===== src/rtl/dma_ll_pkg.sv =====
package dma_ll_pkg;

    localparam logic [3:0] W_SRC   = 4'd0;
    localparam logic [3:0] W_DST   = 4'd1;
    localparam logic [3:0] W_CNT   = 4'd2;
    localparam logic [3:0] W_ZY    = 4'd3;
    localparam logic [3:0] W_SSTEP = 4'd4;
    localparam logic [3:0] W_DSTEP = 4'd5;
    localparam logic [3:0] W_RSVD  = 4'd6;
    localparam logic [3:0] W_LINK  = 4'd7;
    localparam logic [3:0] W_CTRL  = 4'd8;

    localparam logic [3:0] DESC_LAST_WORD = W_CTRL;

    typedef struct packed {
        logic        force_close;
        logic [14:0] spare;
        logic [2:0]  dst_w;
        logic [3:0]  burst_m1;
        logic [2:0]  src_w;
        logic [1:0]  irq_en;
        logic        dst_fix;
        logic        src_fix;
        logic        sw_req;
        logic        enable;
    } ctrl_t;

    typedef enum logic [1:0] {
        ST_IDLE,
        ST_FETCH,
        ST_READ,
        ST_WRITE
    } chan_state_t;

    function automatic logic [3:0] code_bytes(input logic [1:0] code);
        return 4'd1 << code;
    endfunction

    function automatic logic [1:0] beat_code(input logic [2:0] wcode, input logic [31:0] remaining);
        logic [1:0] w;
        w = (wcode > 3'd3) ? 2'd3 : wcode[1:0];
        if (remaining >= 32'(code_bytes(w)))
            return w;
        return 2'd0;
    endfunction

    function automatic logic [31:0] clamp_bytes(input logic [31:0] v, input logic [31:0] lim);
        return (v > lim) ? lim : v;
    endfunction

endpackage


===== src/rtl/ll_addr_step.sv =====
module ll_addr_step
    import dma_ll_pkg::*;
#(
    parameter int ADDR_W = 32
) (
    input  logic [ADDR_W-1:0] addr_i,
    input  logic [1:0]        size_i,
    input  logic              fixed_i,
    output logic [ADDR_W-1:0] next_o
);
    always_comb begin
        if (fixed_i)
            next_o = addr_i;
        else
            next_o = addr_i + ADDR_W'(code_bytes(size_i));
    end
endmodule


===== src/rtl/ll_reg_view.sv =====
module ll_reg_view
    import dma_ll_pkg::*;
#(
    parameter int ADDR_W = 32,
    parameter int CNT_W  = 16
) (
    input  logic [3:0]        word_i,
    input  logic [ADDR_W-1:0] src_i,
    input  logic [ADDR_W-1:0] dst_i,
    input  logic [ADDR_W-1:0] link_i,
    input  logic [CNT_W-1:0]  cnt_i,
    input  logic [31:0]       zy_i,
    input  logic [31:0]       sstep_i,
    input  logic [31:0]       dstep_i,
    input  ctrl_t             ctrl_i,
    output logic [31:0]       rdata_o
);
    always_comb begin
        unique case (word_i)
            W_SRC:   rdata_o = 32'(src_i);
            W_DST:   rdata_o = 32'(dst_i);
            W_CNT:   rdata_o = 32'(cnt_i);
            W_ZY:    rdata_o = zy_i;
            W_SSTEP: rdata_o = sstep_i;
            W_DSTEP: rdata_o = dstep_i;
            W_LINK:  rdata_o = 32'(link_i);
            W_CTRL:  rdata_o = ctrl_i;
            default: rdata_o = 32'd0;
        endcase
    end
endmodule


===== src/rtl/dma_ll_channel.sv =====
module dma_ll_channel
    import dma_ll_pkg::*;
#(
    parameter int          ADDR_W    = 32,
    parameter int          CNT_W     = 16,
    parameter logic [31:0] MAX_BYTES = 32'h0000_FE00
) (
    input  logic              clk,
    input  logic              rst,
    input  logic              reg_wr,
    input  logic [5:0]        reg_addr,
    input  logic [31:0]       reg_wdata,
    output logic [31:0]       reg_rdata,
    output logic              mem_req,
    output logic              mem_we,
    output logic [ADDR_W-1:0] mem_addr,
    output logic [1:0]        mem_size,
    output logic [63:0]       mem_wdata,
    input  logic              mem_gnt,
    input  logic [63:0]       mem_rdata,
    output logic              busy,
    output logic              done_irq
);
    localparam int NUM_PTR = 2;

    chan_state_t       state_q;
    ctrl_t             ctrl_q;
    logic [ADDR_W-1:0] src_q, dst_q, link_q, fptr_q;
    logic [CNT_W-1:0]  cnt_q;
    logic [31:0]       zy_q, sstep_q, dstep_q;
    logic [3:0]        fidx_q;
    logic [63:0]       data_q;
    logic [1:0]        size_q;
    logic              done_q;

    logic [3:0]  wsel;
    logic        ctrl_wr;
    ctrl_t       wr_ctrl;
    logic        run;
    logic [1:0]  rd_code;
    logic        ld_bus, ld_fetch;
    logic [3:0]  ld_sel;
    logic [31:0] ld_val;
    logic [CNT_W-1:0] ld_cnt;

    logic [ADDR_W-1:0] ptr_cur [NUM_PTR];
    logic              ptr_fix [NUM_PTR];
    logic [ADDR_W-1:0] ptr_nxt [NUM_PTR];

    assign wsel     = reg_addr[5:2];
    assign ctrl_wr  = reg_wr && (wsel == W_CTRL);
    assign wr_ctrl  = ctrl_t'(reg_wdata);
    assign run      = ctrl_q.enable && !ctrl_wr;
    assign rd_code  = beat_code(ctrl_q.src_w, 32'(cnt_q));

    assign ld_bus   = reg_wr && !ctrl_wr && (state_q == ST_IDLE);
    assign ld_fetch = run && (state_q == ST_FETCH) && mem_gnt;
    assign ld_sel   = ld_fetch ? fidx_q : wsel;
    assign ld_val   = ld_fetch ? mem_rdata[31:0] : reg_wdata;
    assign ld_cnt   = CNT_W'(clamp_bytes(ld_val, MAX_BYTES));

    assign ptr_cur[0] = src_q;
    assign ptr_cur[1] = dst_q;
    assign ptr_fix[0] = ctrl_q.src_fix;
    assign ptr_fix[1] = ctrl_q.dst_fix;

    for (genvar g = 0; g < NUM_PTR; g++) begin : g_step
        ll_addr_step #(.ADDR_W(ADDR_W)) u_step (
            .addr_i  (ptr_cur[g]),
            .size_i  (size_q),
            .fixed_i (ptr_fix[g]),
            .next_o  (ptr_nxt[g])
        );
    end

    always_ff @(posedge clk) begin
        if (rst) begin
            state_q <= ST_IDLE;
            ctrl_q  <= '0;
            src_q   <= '0;
            dst_q   <= '0;
            link_q  <= '0;
            fptr_q  <= '0;
            cnt_q   <= '0;
            zy_q    <= '0;
            sstep_q <= '0;
            dstep_q <= '0;
            fidx_q  <= '0;
            data_q  <= '0;
            size_q  <= '0;
            done_q  <= 1'b0;
        end else begin
            done_q <= 1'b0;

            if (ctrl_wr) begin
                ctrl_q <= wr_ctrl;
                if (wr_ctrl.force_close) begin
                    ctrl_q.enable      <= 1'b0;
                    ctrl_q.force_close <= 1'b0;
                    state_q            <= ST_IDLE;
                end else if (state_q == ST_IDLE && wr_ctrl.enable) begin
                    state_q <= ST_READ;
                end
            end

            if (ld_bus || ld_fetch) begin
                case (ld_sel)
                    W_SRC:   src_q   <= ld_val[ADDR_W-1:0];
                    W_DST:   dst_q   <= ld_val[ADDR_W-1:0];
                    W_CNT:   cnt_q   <= ld_cnt;
                    W_ZY:    zy_q    <= ld_val;
                    W_SSTEP: sstep_q <= ld_val;
                    W_DSTEP: dstep_q <= ld_val;
                    W_LINK:  link_q  <= ld_val[ADDR_W-1:0];
                    W_CTRL: begin
                        if (ld_fetch) begin
                            ctrl_q             <= ctrl_t'(ld_val);
                            ctrl_q.force_close <= 1'b0;
                        end
                    end
                    default: ;
                endcase
            end

            if (run) begin
                case (state_q)
                    ST_READ: begin
                        if (cnt_q == '0) begin
                            done_q <= ctrl_q.irq_en[0];
                            if (link_q == '0) begin
                                state_q <= ST_IDLE;
                            end else begin
                                state_q <= ST_FETCH;
                                fptr_q  <= link_q;
                                fidx_q  <= '0;
                            end
                        end else if (mem_gnt) begin
                            data_q  <= mem_rdata;
                            size_q  <= rd_code;
                            state_q <= ST_WRITE;
                        end
                    end
                    ST_WRITE: begin
                        if (mem_gnt) begin
                            src_q   <= ptr_nxt[0];
                            dst_q   <= ptr_nxt[1];
                            cnt_q   <= cnt_q - CNT_W'(code_bytes(size_q));
                            state_q <= ST_READ;
                        end
                    end
                    ST_FETCH: begin
                        if (mem_gnt) begin
                            if (fidx_q == DESC_LAST_WORD)
                                state_q <= ST_READ;
                            else
                                fidx_q <= fidx_q + 4'd1;
                        end
                    end
                    default: ;
                endcase
            end
        end
    end

    always_comb begin
        mem_req   = 1'b0;
        mem_we    = 1'b0;
        mem_addr  = '0;
        mem_size  = 2'd0;
        mem_wdata = data_q;
        case (state_q)
            ST_FETCH: begin
                mem_req  = run;
                mem_addr = fptr_q + ADDR_W'({fidx_q, 2'b00});
                mem_size = 2'd2;
            end
            ST_READ: begin
                mem_req  = run && (cnt_q != '0);
                mem_addr = src_q;
                mem_size = rd_code;
            end
            ST_WRITE: begin
                mem_req  = run;
                mem_we   = 1'b1;
                mem_addr = dst_q;
                mem_size = size_q;
            end
            default: ;
        endcase
    end

    assign busy     = (state_q != ST_IDLE);
    assign done_irq = done_q;

    ll_reg_view #(.ADDR_W(ADDR_W), .CNT_W(CNT_W)) u_view (
        .word_i  (wsel),
        .src_i   (src_q),
        .dst_i   (dst_q),
        .link_i  (link_q),
        .cnt_i   (cnt_q),
        .zy_i    (zy_q),
        .sstep_i (sstep_q),
        .dstep_i (dstep_q),
        .ctrl_i  (ctrl_q),
        .rdata_o (reg_rdata)
    );
endmodule


===== config.mk =====
export PLATFORM = sky130hd
export DESIGN_NAME = dma_ll_channel
export DESIGN_NICKNAME = d
export VERILOG_FILES = /design/src/rtl/dma_ll_pkg.sv /design/src/rtl/ll_addr_step.sv /design/src/rtl/ll_reg_view.sv /design/src/rtl/dma_ll_channel.sv
export SDC_FILE = /design/constraint.sdc
export NUM_CORES = 1
export LEC_CHECK = 0
export ABC_AREA = 1
export ABC_CLOCK_PERIOD_IN_PS = 3200
export BUFFER_PORTS_ARGS = -buffer_cell sky130_fd_sc_hd__buf_2
export CAP_MARGIN = 20
export CELL_PAD_IN_SITES_DETAIL_PLACEMENT = 0
export CELL_PAD_IN_SITES_GLOBAL_PLACEMENT = 2
export CORE_ASPECT_RATIO = 1.25
export CORE_MARGIN = 3
export CORE_UTILIZATION = 32
export DETAILED_ROUTE_END_ITERATION = 8
export GPL_ROUTABILITY_DRIVEN = 0
export PLACE_DENSITY = 0.85
export SETUP_SLACK_MARGIN = 0.15
export SLEW_MARGIN = 20
export SYNTH_ARGS = -nofsm -noshare
export SYNTH_HDL_FRONTEND = slang
export SYNTH_HIERARCHICAL = 1
export SYNTH_SLANG_ARGS = --single-unit

===== constraint.sdc =====
create_clock -name clk -period 3.2 [get_ports clk]
set_input_delay 0.64 -clock clk [delete_from_list [all_inputs] [get_ports clk]]
set_output_delay 0.64 -clock clk [all_outputs]
set_load 0.02 [all_outputs]

==> impl.org, run 1 <==
** Status
- Status :: finished, violations left
- Failing checks :: negative setup slack

** Worst setup path
- In this run the worst path has a maximum fanout of 5.
- The critical path is of the reg -> out type.
- Critical Path Source :: fptr_q[13]
- For the worst setup path, the data required time is 2.56 ns.
- The worst setup path is launched from a register.
- Worst R2R Start :: size_q[1]
- Crit path arrival time :: 2.73 ns
- The worst setup path is captured at a primary output.

** Clock tree
- After clock tree synthesis, the clock-pin slew on the worst setup and hold paths is 0.06 ns.
- Quantity of hold-fixing buffers added after cts :: 0
- The number of clock buffers added by TritonCTS is 42.
- Max Root-Sink Buffers :: 3
- TritonCTS clock tree :: done
- The clock reaches the later pin of the worst-skew pair after 0.58 ns.
- Root Buffer :: sky130_fd_sc_hd__clkbuf_16
- The clock tree synthesis step divided the H-tree into 2 levels.
- The tree built by TritonCTS fans out to 345 sinks.

** Yosys
- Combined area of all synthesized cells :: 20600 um^2
- Synth warn :: 6
- In the synthesized netlist the dominant register cell turns out to be sky130_fd_sc_hd__dfxtp_1.
- Counting flops with an async set or reset pin after synthesis yields a share of 0.
- Register area share after synthesis :: 0.335
- Flop and latch count out of synthesis :: 345
- The synthesized design contains 0 enable-type register cells.
- Yosys cell types :: 46
- Synthesized area divided by synthesized cell count :: 6.42 um^2
- Net Count, Synth :: 3342
- The cell count after synthesis came out at 3210.

** Cells and area
- Final Util :: 0.405
- Share of layout cells above drive strength 1 :: 0.187
- Number of antenna cells inserted :: 0
- Final net count :: 3584
- From synthesis to final layout, the design area changed by 24.5%.

** Pwr
- Total power for the finished layout comes to 10.3 mW.
- VDD IR-drop max :: 370 uV
- In this run the static leakage power is 11.9 nW.
- Dividing total power by cell area gives a power density of 402 nW/um^2.

** Place
- # port buffers :: 237
- Detailed placement ended at an HPWL of 69800 um.

** STA
- The number of failing hold endpoints at the final stage is 0.
- In the finished design, the share of the clock period the worst path needs comes to 1.05.
- Setup_tns :: -0.851 ns
- Setup repair after global routing could not meet its margin everywhere.
- In this run the tightest slew margin relative to its limit is 0.535.
- After layout, the worst setup slack is -0.170 ns.
- Post-layout minimum cycle time :: 3.37 ns
- Between clock sinks in the finished design, the worst skew comes to 0.0189 ns.
- Final setup violating endpoints :: 14
- Slew at the pin closest to its max-slew limit :: 0.698 ns
- Worst Hold Margin :: 0.292 ns
- Final Slew Violations :: 0
- Derived from the worst setup path, the maximum achievable clock frequency is 0.297 GHz.

** Routing
- Total detailed-routing wirelength :: 93000 um
- DRC marker count from the first detailed-route iteration :: 1734
- Detailed routing inserted a total of 22.8k vias.
- For this run, the detailed router's first-pass iteration total came to 6.
- Number of DRC violations after detailed routing :: 0
- Post-DR wirelength/cell :: 21.5 um
- Once detail routing completed, the nets flagged for antenna violations numbered 0.
- Using the TritonRoute via totals, the vias-per-cell ratio works out to 5.28.

** Floorplan
- The die covers 67500 um^2.
- The initial utilization of the core area, before any placement, comes to 0.325.
- Count of pins on the block boundary :: 240
- The total area inside the core boundary comes to 63400 um^2.
- The initialized floorplan defines 103 standard-cell rows.
- Measured along the y axis, the die boundary spans 290 um.
- Measured along the x axis, the die boundary spans 233 um.

** Global route
- Via count of the first global-routing pass :: 21.4k
- The first global-routing pass estimated 139000 um of wire.
- Global-route usage over all layers :: 0.270
- Entering global routing, the biggest net connects 125 pins.
- The number of antenna violations at the first check in global routing was 0.
- Gr ovfl total :: 0

** Min path
- The startpoint identified for the worst hold timing path is mem_rdata[32].
- The path class of the tightest hold or removal check is in -> reg.

** Run
- The tool flagged a number of max-cap violations equal to 0.
==> metal layers <==
metal / GRT usage / up-vias / wire [um]
met5: 0 / - / 0
met4: 0.101 / 0 / 3790
li1: - / 11199 / -
met3: 0.0371 / 150 / 5200
met1: 0.361 / 10716 / 40900
met2: 0.443 / 755 / 43000
==> area by class of cell <==
class | instances | area (um^2)
clock inverter | 12 | 119
clock buffer | 65 | 1350
multi-input combinational | 2361 | 12100
tap | 840 | 1050
sequential | 345 | 6930
timing repair buffer | 393 | 2890
inverter | 309 | 1180
fill | 6905 | 37800
==> worst paths after layout <==
path	endpoint	slack (ns)	depth (start not counted)
worst min register to register	fptr_q[0]	0.46	2
worst max register to register	src_q[10]	0.47	12
worst max-delay path	mem_addr[22]	-0.17	11
worst min-delay path	mem_wdata[32]	0.29	3
==> metrics by stage <==
step | cells | setup WS, ns | cell area, um^2
2_1_floorplan | 3210 | 0.246 | 20600
5_1_grt | 4325 | -0.274 | 25700
3_3_place_gp | 4228 | 0.0111 | 23300
3_5_place_dp | 4228 | -0.0149 | 23300
4_1_cts | 4316 | -0.182 | 25300
6_report | 4325 | -0.170 | 25700
==> logic make-up after synthesis <==
kind of cell	count (synthesis)	synth area share
flip-flops	345	0.335
adder cells (fa/ha/maj)	26	0.0173
AO/OA/AOI/OAI	735	0.199
XOR/XNOR	37	0.0157
buffers and inverters	504	0.0998
AND/OR/NAND/NOR	1563	0.333
==> report_power, final <==
part	leakage [nW]	switching, mW	internal (mW)
combinational	8.37	0.549	0.251
clock	0.729	2.05	3.07
sequential	2.79	0.0619	4.34
==> worst max-delay path: stages, from the launching register on <==
cell	delay (ns)
sky130_fd_sc_hd__dfxtp_1	0.49
sky130_fd_sc_hd__nand2_1	0.21
sky130_fd_sc_hd__nor3_1	0.31
sky130_fd_sc_hd__inv_1	0.16
sky130_fd_sc_hd__nor2_2	0.22
sky130_fd_sc_hd__nand2_4	0.10
sky130_fd_sc_hd__nor2_4	0.11
sky130_fd_sc_hd__nand2_2	0.07
sky130_fd_sc_hd__o21ai_1	0.11
sky130_fd_sc_hd__o211ai_1	0.09
sky130_fd_sc_hd__nand3_1	0.13
sky130_fd_sc_hd__buf_6	0.14
==> synthesized netlist by cell type (all sizes together) (3+ instances only) <==
cell type / number / area share
buf: 90 / 0.024
inv: 307 / 0.056
fa: 4 / 0.0039
o211ai: 110 / 0.040
nor4: 10 / 0.0030
ha: 22 / 0.013
nor3: 30 / 0.0092
o21a: 3 / 0.0011
o21bai: 13 / 0.0047
o21ai: 328 / 0.081
or2: 7 / 0.0021
xnor2: 25 / 0.011
nor2: 354 / 0.071
nand3b: 9 / 0.0033
nand4: 56 / 0.017
nand3: 352 / 0.088
clkbuf: 105 / 0.019
dfxtp: 345 / 0.34
a211oi: 19 / 0.0069
xor2: 12 / 0.0051
o311ai: 4 / 0.0017
a21oi: 251 / 0.061
nand2: 743 / 0.14
==> repair_timing <==
action                                  4_1_cts  5_1_grt
buffers inserted                             11        9
pin swaps                                    21       36
gates resized for setup                     124       73
endpoints found under the setup margin       28       29
==> state kept, by name, summed over array words and instances, names as in the netlist <==
name	flops
link_q	32
mem_wdata	64
zy_q	32
fidx_q	4
ctrl_q	32
src_q	32
dstep_q	32
state_q	2
sstep_q	32
fptr_q	32
size_q	2
dst_q	32
cnt_q	16
done_irq	1
==> cell usage in the layout, fill, tap and decap left out, types with 5 or more instances in the layout <==
master / count
sky130_fd_sc_hd__a21oi_2: 6
sky130_fd_sc_hd__a211oi_1: 19
sky130_fd_sc_hd__dfxtp_2: 7
sky130_fd_sc_hd__nor2_2: 17
sky130_fd_sc_hd__clkbuf_16: 45
sky130_fd_sc_hd__ha_1: 18
sky130_fd_sc_hd__nand3b_1: 9
sky130_fd_sc_hd__o21ai_0: 306
sky130_fd_sc_hd__buf_2: 211
sky130_fd_sc_hd__a21oi_1: 245
sky130_fd_sc_hd__nand3_2: 29
sky130_fd_sc_hd__o21ai_2: 9
sky130_fd_sc_hd__nor2_1: 313
sky130_fd_sc_hd__xor2_1: 12
sky130_fd_sc_hd__nor2_4: 24
sky130_fd_sc_hd__clkbuf_8: 15
sky130_fd_sc_hd__o21ai_1: 12
sky130_fd_sc_hd__buf_6: 37
sky130_fd_sc_hd__clkinv_2: 8
sky130_fd_sc_hd__inv_1: 283
sky130_fd_sc_hd__dfxtp_1: 335
sky130_fd_sc_hd__o21bai_1: 13
sky130_fd_sc_hd__nand3_4: 6
sky130_fd_sc_hd__nand2_2: 26
sky130_fd_sc_hd__xnor2_1: 25
sky130_fd_sc_hd__buf_4: 119
sky130_fd_sc_hd__nor3_4: 6
sky130_fd_sc_hd__nand3_1: 317
sky130_fd_sc_hd__inv_2: 19
sky130_fd_sc_hd__nor3_1: 22
sky130_fd_sc_hd__or2_2: 5
sky130_fd_sc_hd__nand2_4: 7
sky130_fd_sc_hd__o211ai_1: 110
sky130_fd_sc_hd__nand2_1: 709
sky130_fd_sc_hd__buf_12: 26
sky130_fd_sc_hd__nor4_1: 9
sky130_fd_sc_hd__clkbuf_1: 5
sky130_fd_sc_hd__nand4_1: 56
No activity file was read; power rests on OpenSTA's default activity.
==> run 2: changes to the inputs <==
==> constraint.sdc (replaced) <==
create_clock -name clk -period 3.2 [get_ports clk]
set_input_delay 0.16 -clock clk [delete_from_list [all_inputs] [get_ports clk]]
set_output_delay 0.16 -clock clk [all_outputs]
set_load 0.02 [all_outputs]
==> run 2 against run 1 <==
  * The flow now finishes without violations
  * Sequential power about the same
  * Non-clock buffer count up 30
  * Global-route usage up 0.13 points
  * Clock power down 4.7%
  * Critical path depth up 3
  * Final cell count up 0.62%
  * Core utilization down 0.54 points
  * Final area down 1.3%
  * Wire length up 0.57%
  * First-iteration DRC count up 20%
  * Critical endpoint is now mem_addr[12]
==> impl.org, run 2 (synthesis gave the netlist of run 1 again) <==
** Global route
- Entering global routing, the biggest net connects 115 pins.
- Via count of the first global-routing pass :: 21.2k
- Across every metal layer, demand over resource in global routing totals 0.271.
- The number of antenna violations at the first check in global routing was 0.
- The first global-routing pass estimated 139000 um of wire.
- Gr ovfl total :: 0

** Worst setup path
- At the worst endpoint, the arrival time is 2.79 ns.
- Cell with the largest stage delay on the worst path :: sky130_fd_sc_hd__fa_2
- The worst register-to-register path ends at cnt_q[3].
- The worst setup path is launched from a register.
- The worst setup path is of the reg -> out kind.
- Endpoint type of the worst setup path :: primary output
- The critical path goes through ha_4 > fa_2 > nand3_2 > nand2_4 > inv_2 > nor2_2 > inv_2 > nor2_4 > buf_4 > inv_4 > nor2_1 > o311ai_1 > buf_4 > buf_2.
- Critical Path Source :: fidx_q[0]
- The worst register-to-register path has a depth of 14.
- Crit path capture :: mem_addr[12]
- Depth of the critical timing path with buffers and inverters included :: 14
- Crit Path Max Fanout :: 5
- In this design, the largest share of critical-path delay is due to buffers and inverters.
- Critical path data required time :: 3.04 ns
- Together, buffers and inverters on the worst path number 6.
- In this design, the stage delay of the slowest critical-path cell is 0.39 ns.
- Worst R2R Start :: state_q[0]
- Slack of the worst reg-to-reg path :: 0.42 ns

** Clock tree
- Cts bufs inserted :: 42
- Clock-pin slew was measured on the worst setup and hold paths at 0.06 ns.
- The clock passes through at most 3 buffers.
- Clock latency on the worst-skew pair, taken at its later pin, is 0.58 ns.
- Root Buffer :: sky130_fd_sc_hd__clkbuf_16
- H-tree level count :: 2
- Clock net sink count :: 345
- TritonCTS built the clock tree.

** Routing
- After detailed routing, the number of remaining DRC violations is 0.
- After the first detailed-routing iteration, the DRC count stood at 2082.
- For this block, the via count after detailed routing is 22.9k.
- Total detailed-routing wirelength :: 93500 um
- Post-route ant nets :: 0
- Post-DR wirelength/cell :: 21.5 um
- Before antenna repair, the detailed router went through 6 iterations.
- After detailed routing, the number of vias per cell comes to 5.26.

** Pwr
- VDD IR-drop max :: 303 uV
- For this design the ratio of total power to cell area is 400 nW/um^2.
- Post-layout total power :: 10.1 mW
- Pleak :: 11.7 nW

** STA
- Layout Skew :: 0.0183 ns
- Setup violations remaining at the end of the flow were counted as 0.
- Unrepaired setup endpoints after global routing :: yes
- Worst Hold Margin :: 0.0448 ns
- Max Freq :: 0.339 GHz
- Final setup margin :: 0.247 ns
- The clock period could shrink to 2.95 ns.
- Final Slew Violations :: 0
- Fin. Hold Viols :: 0
- At the pin with the least slew margin, the transition time is 0.779 ns.
- Of the available clock period, the critical path in the final layout requires 0.923.
- Slew margin rel. :: 0.480
- Setup_tns :: 0 ns

** Cells and area
- Final net count :: 3614
- The finished cells cover 25300 um^2.
- The area growth from synthesis to layout is 22.9%.
- Number of antenna cells inserted :: 0
- Filler Cells Inserted :: 6853
- Final Util :: 0.399
- The library cell used most frequently in the layout, excluding fill and tap cells, is sky130_fd_sc_hd__nand2_1.
- Leaving out fill and tap cells, the most frequent cells in the layout are sky130_fd_sc_hd__nand2_1 (721), sky130_fd_sc_hd__dfxtp_1 (343), sky130_fd_sc_hd__nand3_1 (341), sky130_fd_sc_hd__nor2_1 (319), sky130_fd_sc_hd__o21ai_0 (312).
- Max FFs per register :: 64
- Final cell count without fillers :: 4352
- Of the cells placed in the final design, the portion with a size suffix greater than 1 is 0.150.

** Place
- The wire-length estimate of the detail-placed layout is 69200 um.
- In this run the cell area measured after placement is 23000 um^2.
- # port buffers :: 237
- Once placement completed, the tool counted placed cells totaling 4200.
- Minimum setup slack after placement :: 0.424 ns

** Floorplan
- From bottom edge to top edge, the die measures 290 um.
- Count of pins on the block boundary :: 240
- Die Footprint :: 67500 um^2
- Core area :: 63400 um^2
- Site Rows :: 103
- Die W :: 233 um
- Initial standard-cell utilization of the core :: 0.325

** Status
- The flow ran to the end, and the final reports show no timing, DRC or antenna violations.

** Min path
- Class of the most critical hold timing path :: in -> reg

** Run
- Max-cap violation count :: 0
[run 2: cell count changes in the layout (fill, tap and decap cells not counted), sizes merged]
cell | previous run | this run
dlygate4sd3 | 0 | 74
buf | 393 | 349
inv | 307 | 310
clkbuf | 65 | 63
clkinv | 10 | 8
clkinvlp | 2 | 0
[run 2: layout make-up]
class / instances / area, um^2 / area share
clock inverter: 11 / 120 / 0.00475
sequential: 345 / 6910 / 0.273
inverter: 309 / 1170 / 0.0463
multi-input combinational: 2361 / 11800 / 0.466
tap: 840 / 1050 / 0.0415
timing repair buffer: 423 / 3040 / 0.120
clock buffer: 63 / 1230 / 0.0487
[run 2: report_power, final]
part | total, mW | switching (mW) | internal [mW] | leakage (nW)
combinational | 0.832 | 0.557 | 0.275 | 8.23
sequential | 4.40 | 0.0575 | 4.34 | 2.79
clock | 4.88 | 2.06 | 2.82 | 0.668
[run 2: tightest hold or removal path, delay by kind of cell]
family,cells,cell delay [ns]
AO/OA/AOI/OAI,3,0.31
buffers and inverters,2,0.11
[run 2: worst min path at each step]
stage	startpoint	end	slack, ns	cells after the start
after floorplan	mem_rdata[23]	ctrl_q[23]	0.29	2
after global placement	mem_rdata[48]	mem_wdata[48]	0.38	3
after CTS	reg_wdata[0]	ctrl_q[0]	0.006	5
after global routing	reg_wdata[0]	ctrl_q[0]	0.06	5
after detailed placement	mem_rdata[55]	mem_wdata[55]	0.39	3
final	reg_wdata[12]	ctrl_q[12]	0.04	5
[run 2: repair_timing]
action,CTS,global route
setup endpoints to repair,15,18
resized for setup,16,30
setup buffers,1,3
hold buffers,74,0
pin swaps,1,7
hold endpoints to repair,96,0
[run 2: layer usage]
| metal | vias up | track usage | routed length, um |
|---|---|---|---|
| li1 | 11222 | - | - |
| met1 | 10726 | 0.365 | 41400 |
| met2 | 825 | 0.453 | 43900 |
| met3 | 127 | 0.0367 | 5450 |
| met4 | 0 | 0.0809 | 2800 |
| met5 | - | 0 | 0 |
==> run 3: changes to the inputs <==
--- a/config.mk
+++ b/config.mk
@@ -5,7 +5,7 @@
 export SDC_FILE = /design/constraint.sdc
 export NUM_CORES = 1
 export LEC_CHECK = 0
-export ABC_AREA = 1
+export ABC_AREA = 0
 export ABC_CLOCK_PERIOD_IN_PS = 3200
 export BUFFER_PORTS_ARGS = -buffer_cell sky130_fd_sc_hd__buf_2
 export CAP_MARGIN = 20
@@ -13,10 +13,10 @@
 export CELL_PAD_IN_SITES_GLOBAL_PLACEMENT = 2
 export CORE_ASPECT_RATIO = 1.25
 export CORE_MARGIN = 3
-export CORE_UTILIZATION = 32
+export CORE_UTILIZATION = 36
 export DETAILED_ROUTE_END_ITERATION = 8
 export GPL_ROUTABILITY_DRIVEN = 0
-export PLACE_DENSITY = 0.85
+export PLACE_DENSITY = 0.86
 export SETUP_SLACK_MARGIN = 0.15
 export SLEW_MARGIN = 20
 export SYNTH_ARGS = -nofsm -noshare
==> run 3 against run 2 <==
  * Final cell count decreased by 22%
  * Clock skew about the same
  * Largest cell class unchanged
  * Final area decreased by 4.4%
  * Critical endpoint is now mem_addr[22]
==> impl.org, run 3 <==
** Worst setup path
- Crit Path Max Fanout :: 9
- Cell with the largest stage delay on the worst path :: sky130_fd_sc_hd__fa_1
- Counting cells, the worst reg-to-reg path comes to 7.
- In this run the critical register-to-register path is launched from size_q[0].
- The endpoint identified for the worst register-to-register timing path is cnt_q[6].
- STA classifies the critical path endpoint as a primary output.
- Max stage delay on crit path :: 0.42 ns
- The critical path is of the reg -> out type.
- Crit path arrival time :: 2.81 ns
- Setup slack on the worst reg-to-reg path comes out at 0.47 ns.
- STA classifies the critical path startpoint as a register.
- Critical Path Source :: fidx_q[0]
- Cell-by-cell trace of the critical path :: ha_1 > fa_1 > a21o_1 > a21oi_4 > and4b_1 > xnor2_1 > o22ai_1 > buf_4
- Data on the critical path is required at its endpoint by 3.04 ns.

** Pwr
- Share of total power in the clock network :: 0.465
- Post-layout total power :: 9.77 mW
- IR analysis of the VDD net gives a maximum drop of 343 uV.
- Total power density per cell area :: 404 nW/um^2
- Of the total power, the share spent switching nets is 0.247.
- Internal power comes to 7.36 mW.
- The share of total power dissipated in sequential elements is 0.450.
- Pleak :: 8.80 nW
- Summed over all nets, the switching power comes to 2.41 mW.
- Logic gate share of total power :: 0.085

** STA
- Max Freq :: 0.337 GHz
- Final Slew Violations :: 0
- Setup repair after global routing left no endpoint under its margin.
- Setup_tns :: 0 ns
- Layout Skew :: 0.0180 ns
- Slew at the pin closest to its max-slew limit :: 1.05 ns
- Headroom to the max-slew limit came out at 0.294.
- Final setup violating endpoints :: 0
- The number of failing hold endpoints at the final stage came to 0.
- Final period util :: 0.927
- Post-layout minimum cycle time :: 2.97 ns
- Worst Hold Margin :: 0.0363 ns

** Clock tree
- TritonCTS clock tree :: done
- Root Buffer :: sky130_fd_sc_hd__clkbuf_16
- At the later pin of the worst-skew pair, clock insertion delay measures 0.54 ns.
- Cts bufs inserted :: 39
- After clock tree synthesis, the clock-pin slew on the worst setup and hold paths is 0.06 ns.
- H-tree level count :: 2
- Clock net sink count :: 345
- The longest clock path from root to sink contains 3 buffers.

** Status
- The flow ran to the end, and the final reports show no timing, DRC or antenna violations.

** Global route
- For this run the aggregate overflow at the end of global routing stands at 0.
- Initial antenna violation count :: 4
- Pin count of the biggest net entering global routing :: 105
- Via count of the first global-routing pass :: 18.9k
- Global-route usage over all layers :: 0.257
- The first global-routing pass estimated 117000 um of wire.

** Yosys
- Among all cell types in the netlist, the one instantiated most often is sky130_fd_sc_hd__dfxtp_1.
- In this run, synthesis produced a sequential element count of 345.
- Biggest area consumer among synthesized cells :: sky130_fd_sc_hd__dfxtp_1
- By area the synthesized netlist is led by sky130_fd_sc_hd__dfxtp_1 (35%), sky130_fd_sc_hd__nand2_1 (6.3%), sky130_fd_sc_hd__mux2i_1 (6.3%), sky130_fd_sc_hd__mux2_2 (5.6%), sky130_fd_sc_hd__a211oi_1 (5.1%).
- Of the synthesized area, sequential elements account for 0.349.
- Synthesized area divided by synthesized cell count :: 8.42 um^2
- Among all flip-flop cells after synthesis, the most frequent one is sky130_fd_sc_hd__dfxtp_1.
- Synthesis produced a netlist with a net count of 2482.
- Synthesized netlist cell count :: 2350
- Combined area of all synthesized cells :: 19800 um^2
- Share of async-settable or async-resettable flops after synthesis :: 0
- Yosys cell types :: 83
- During synthesis, Yosys emitted a total of 6 warnings.
- In this run, synthesis inferred 0 flip-flops with an integrated enable.
- Top cell type's share of synthesized area :: 0.349
- In the synthesized netlist, the cells that appear most often are sky130_fd_sc_hd__dfxtp_1 (345), sky130_fd_sc_hd__nand2_1 (331), sky130_fd_sc_hd__nor2_1 (207).

** Floorplan
- Core area :: 54100 um^2
- Measured along the x axis, the die boundary spans 216 um.
- In this run the core area contains 95 standard-cell rows.
- Die Footprint :: 57900 um^2
- From bottom edge to top edge, the die measures 268 um.
- For this design the top-level I/O count stands at 240.
- For this configuration, the core starts out at a cell density of 0.366.

** Cells and area
- Commonest non-fill, non-tap cells in the layout :: sky130_fd_sc_hd__dfxtp_1 (342), sky130_fd_sc_hd__nand2_1 (331), sky130_fd_sc_hd__buf_2 (234), sky130_fd_sc_hd__nor2_1 (206), sky130_fd_sc_hd__a211oi_1 (134)
- The register with the most flip-flops in the layout has 64 of them.
- The finished layout holds 3392 standard cells, fillers aside.
- Area growth from synthesis to layout :: 22.2%
- The filler cells instantiated in the layout total 5374.
- At the end of the flow, the number of nets in the layout was 2771.
- In the final layout, the share of cells above drive strength 1 is 0.208.
- Commonest non-fill, non-tap cell in the layout :: sky130_fd_sc_hd__dfxtp_1

** Routing
- Dividing the detail-routed via count by the number of cells gives 5.81.
- After detailed routing, no signal wire sits above met5.
- Number of DRC violations after detailed routing :: 0
- In this run the remaining antenna-violating nets after routing total 0.
- Before antenna repair, the detailed router went through 7 iterations.
- Met3 wire length :: 4770 um
- Post-DR wirelength/cell :: 22.8 um
- Total detailed-routing wirelength :: 77500 um
- The detailed router finished its first iteration with 1605 violations.
- Post-Route M1 WL :: 34400 um
- The detailed router placed 19.7k vias in this run.
- After detailed routing, the met2 layer carries 36000 um of wire.

** Min path
- The startpoint identified for the worst hold timing path is reg_wdata[31].
- The tightest min-delay check is of the in -> reg type.
- The worst hold path passes through 4 cells.
- The path with the worst hold slack has its endpoint at ctrl_q[0].

** Place
- After legalization and detailed placement, the total HPWL measured 56000 um.
- The count of buffers added on input and output ports is 237.
- After detailed placement, the design holds a cell count of 3220.

** Run
- Max-cap violation count :: 0
run 3: cell types whose count changed after synthesis, moves of 99 or more:
| cell | previous run | this run |
|---|---|---|
| sky130_fd_sc_hd__a211oi_1 | 19 | 134 |
| sky130_fd_sc_hd__nand2_1 | 727 | 331 |
| sky130_fd_sc_hd__nor2_1 | 325 | 207 |
| sky130_fd_sc_hd__a21oi_1 | 251 | 105 |
| sky130_fd_sc_hd__mux2_2 | 0 | 99 |
| sky130_fd_sc_hd__nand3_1 | 345 | 120 |
| sky130_fd_sc_hd__o21ai_0 | 314 | 77 |
| sky130_fd_sc_hd__mux2i_1 | 0 | 124 |
| sky130_fd_sc_hd__inv_1 | 288 | 14 |
run 3: final cells by class:
| class | count | area [um^2] | area share |
|---|---|---|---|
| Clock buffer | 56 | 1090 | 0.0451 |
| Timing Repair Buffer | 433 | 3070 | 0.127 |
| Multi-Input combinational cell | 1806 | 12000 | 0.495 |
| Sequential cell | 345 | 6910 | 0.286 |
| Clock inverter | 10 | 165 | 0.00683 |
| Inverter | 14 | 52.6 | 0.00217 |
| Tap cell | 727 | 910 | 0.0376 |
| Antenna cell | 1 | 2.50 | 0.000103 |
run 3: cell families (layout without fill, tap and decap cells):
kind of cell,after synthesis,in the layout,synth area share
fa+ha+maj,26,26,0.0179
flops,345,345,0.349
compound gates,594,594,0.213
mux,223,223,0.119
simple gates,882,882,0.215
xor+xnor,81,81,0.0358
buf+inv,199,513,0.0509
other cells,0,1,0
run 3: worst max-delay path by stage:
stage	endpoint	slack, ns	cells after the start
2_1_floorplan	mem_addr[24]	0.65	8
3_3_place_gp	mem_wdata[23]	0.49	6
3_5_place_dp	mem_wdata[37]	0.45	6
4_1_cts	mem_addr[22]	0.14	8
5_1_grt	mem_size[0]	0.16	8
6_report	mem_addr[22]	0.23	8
run 3: power groups by stage:
stage | registers, mW | logic (mW) | clock network [mW]
floorplan | 4.48 | 0.407 | 0
global placement | 4.49 | 0.702 | 0
detailed placement | 4.50 | 0.712 | 0
CTS | 4.40 | 0.811 | 4.65
global route | 4.41 | 0.881 | 4.82
finish | 4.40 | 0.829 | 4.54
run 3: what timing repair did:
| item | in CTS | in global routing |
|---|---|---|
| gates resized for setup | 5 | 11 |
| hold buffers | 104 | 0 |
| buffers inserted | 0 | 1 |
| pin swaps | 0 | 2 |
| setup endpoints to repair | 17 | 17 |
| endpoints found under the hold margin | 95 | 0 |
run 3: metrics by stage:
stage,util,worst slack [ns],area (um^2)
global placement,0.403,0.489,21800
CTS,0.446,0.138,24100
floorplan,-,0.653,19800
finish,0.447,0.232,24200
detailed placement,0.403,0.454,21800
global route,0.447,0.155,24200
run 3: per-layer routing:
layer / track usage / vias to the layer above
met5: 0 / -
met1: 0.349 / 9562
met2: 0.427 / 770
li1: - / 9261
met4: 0.0752 / 6
met3: 0.0373 / 120
run 3: critical path: cells and delay by family (launching register included):
family | cells | cell delay [ns]
buffers and inverters | 1 | 0.20
AND/OR/NAND/NOR | 1 | 0.23
adder cells (fa/ha/maj) | 2 | 0.64
XOR/XNOR | 1 | 0.13
flip-flops | 1 | 0.38
AO/OA/AOI/OAI | 3 | 0.68
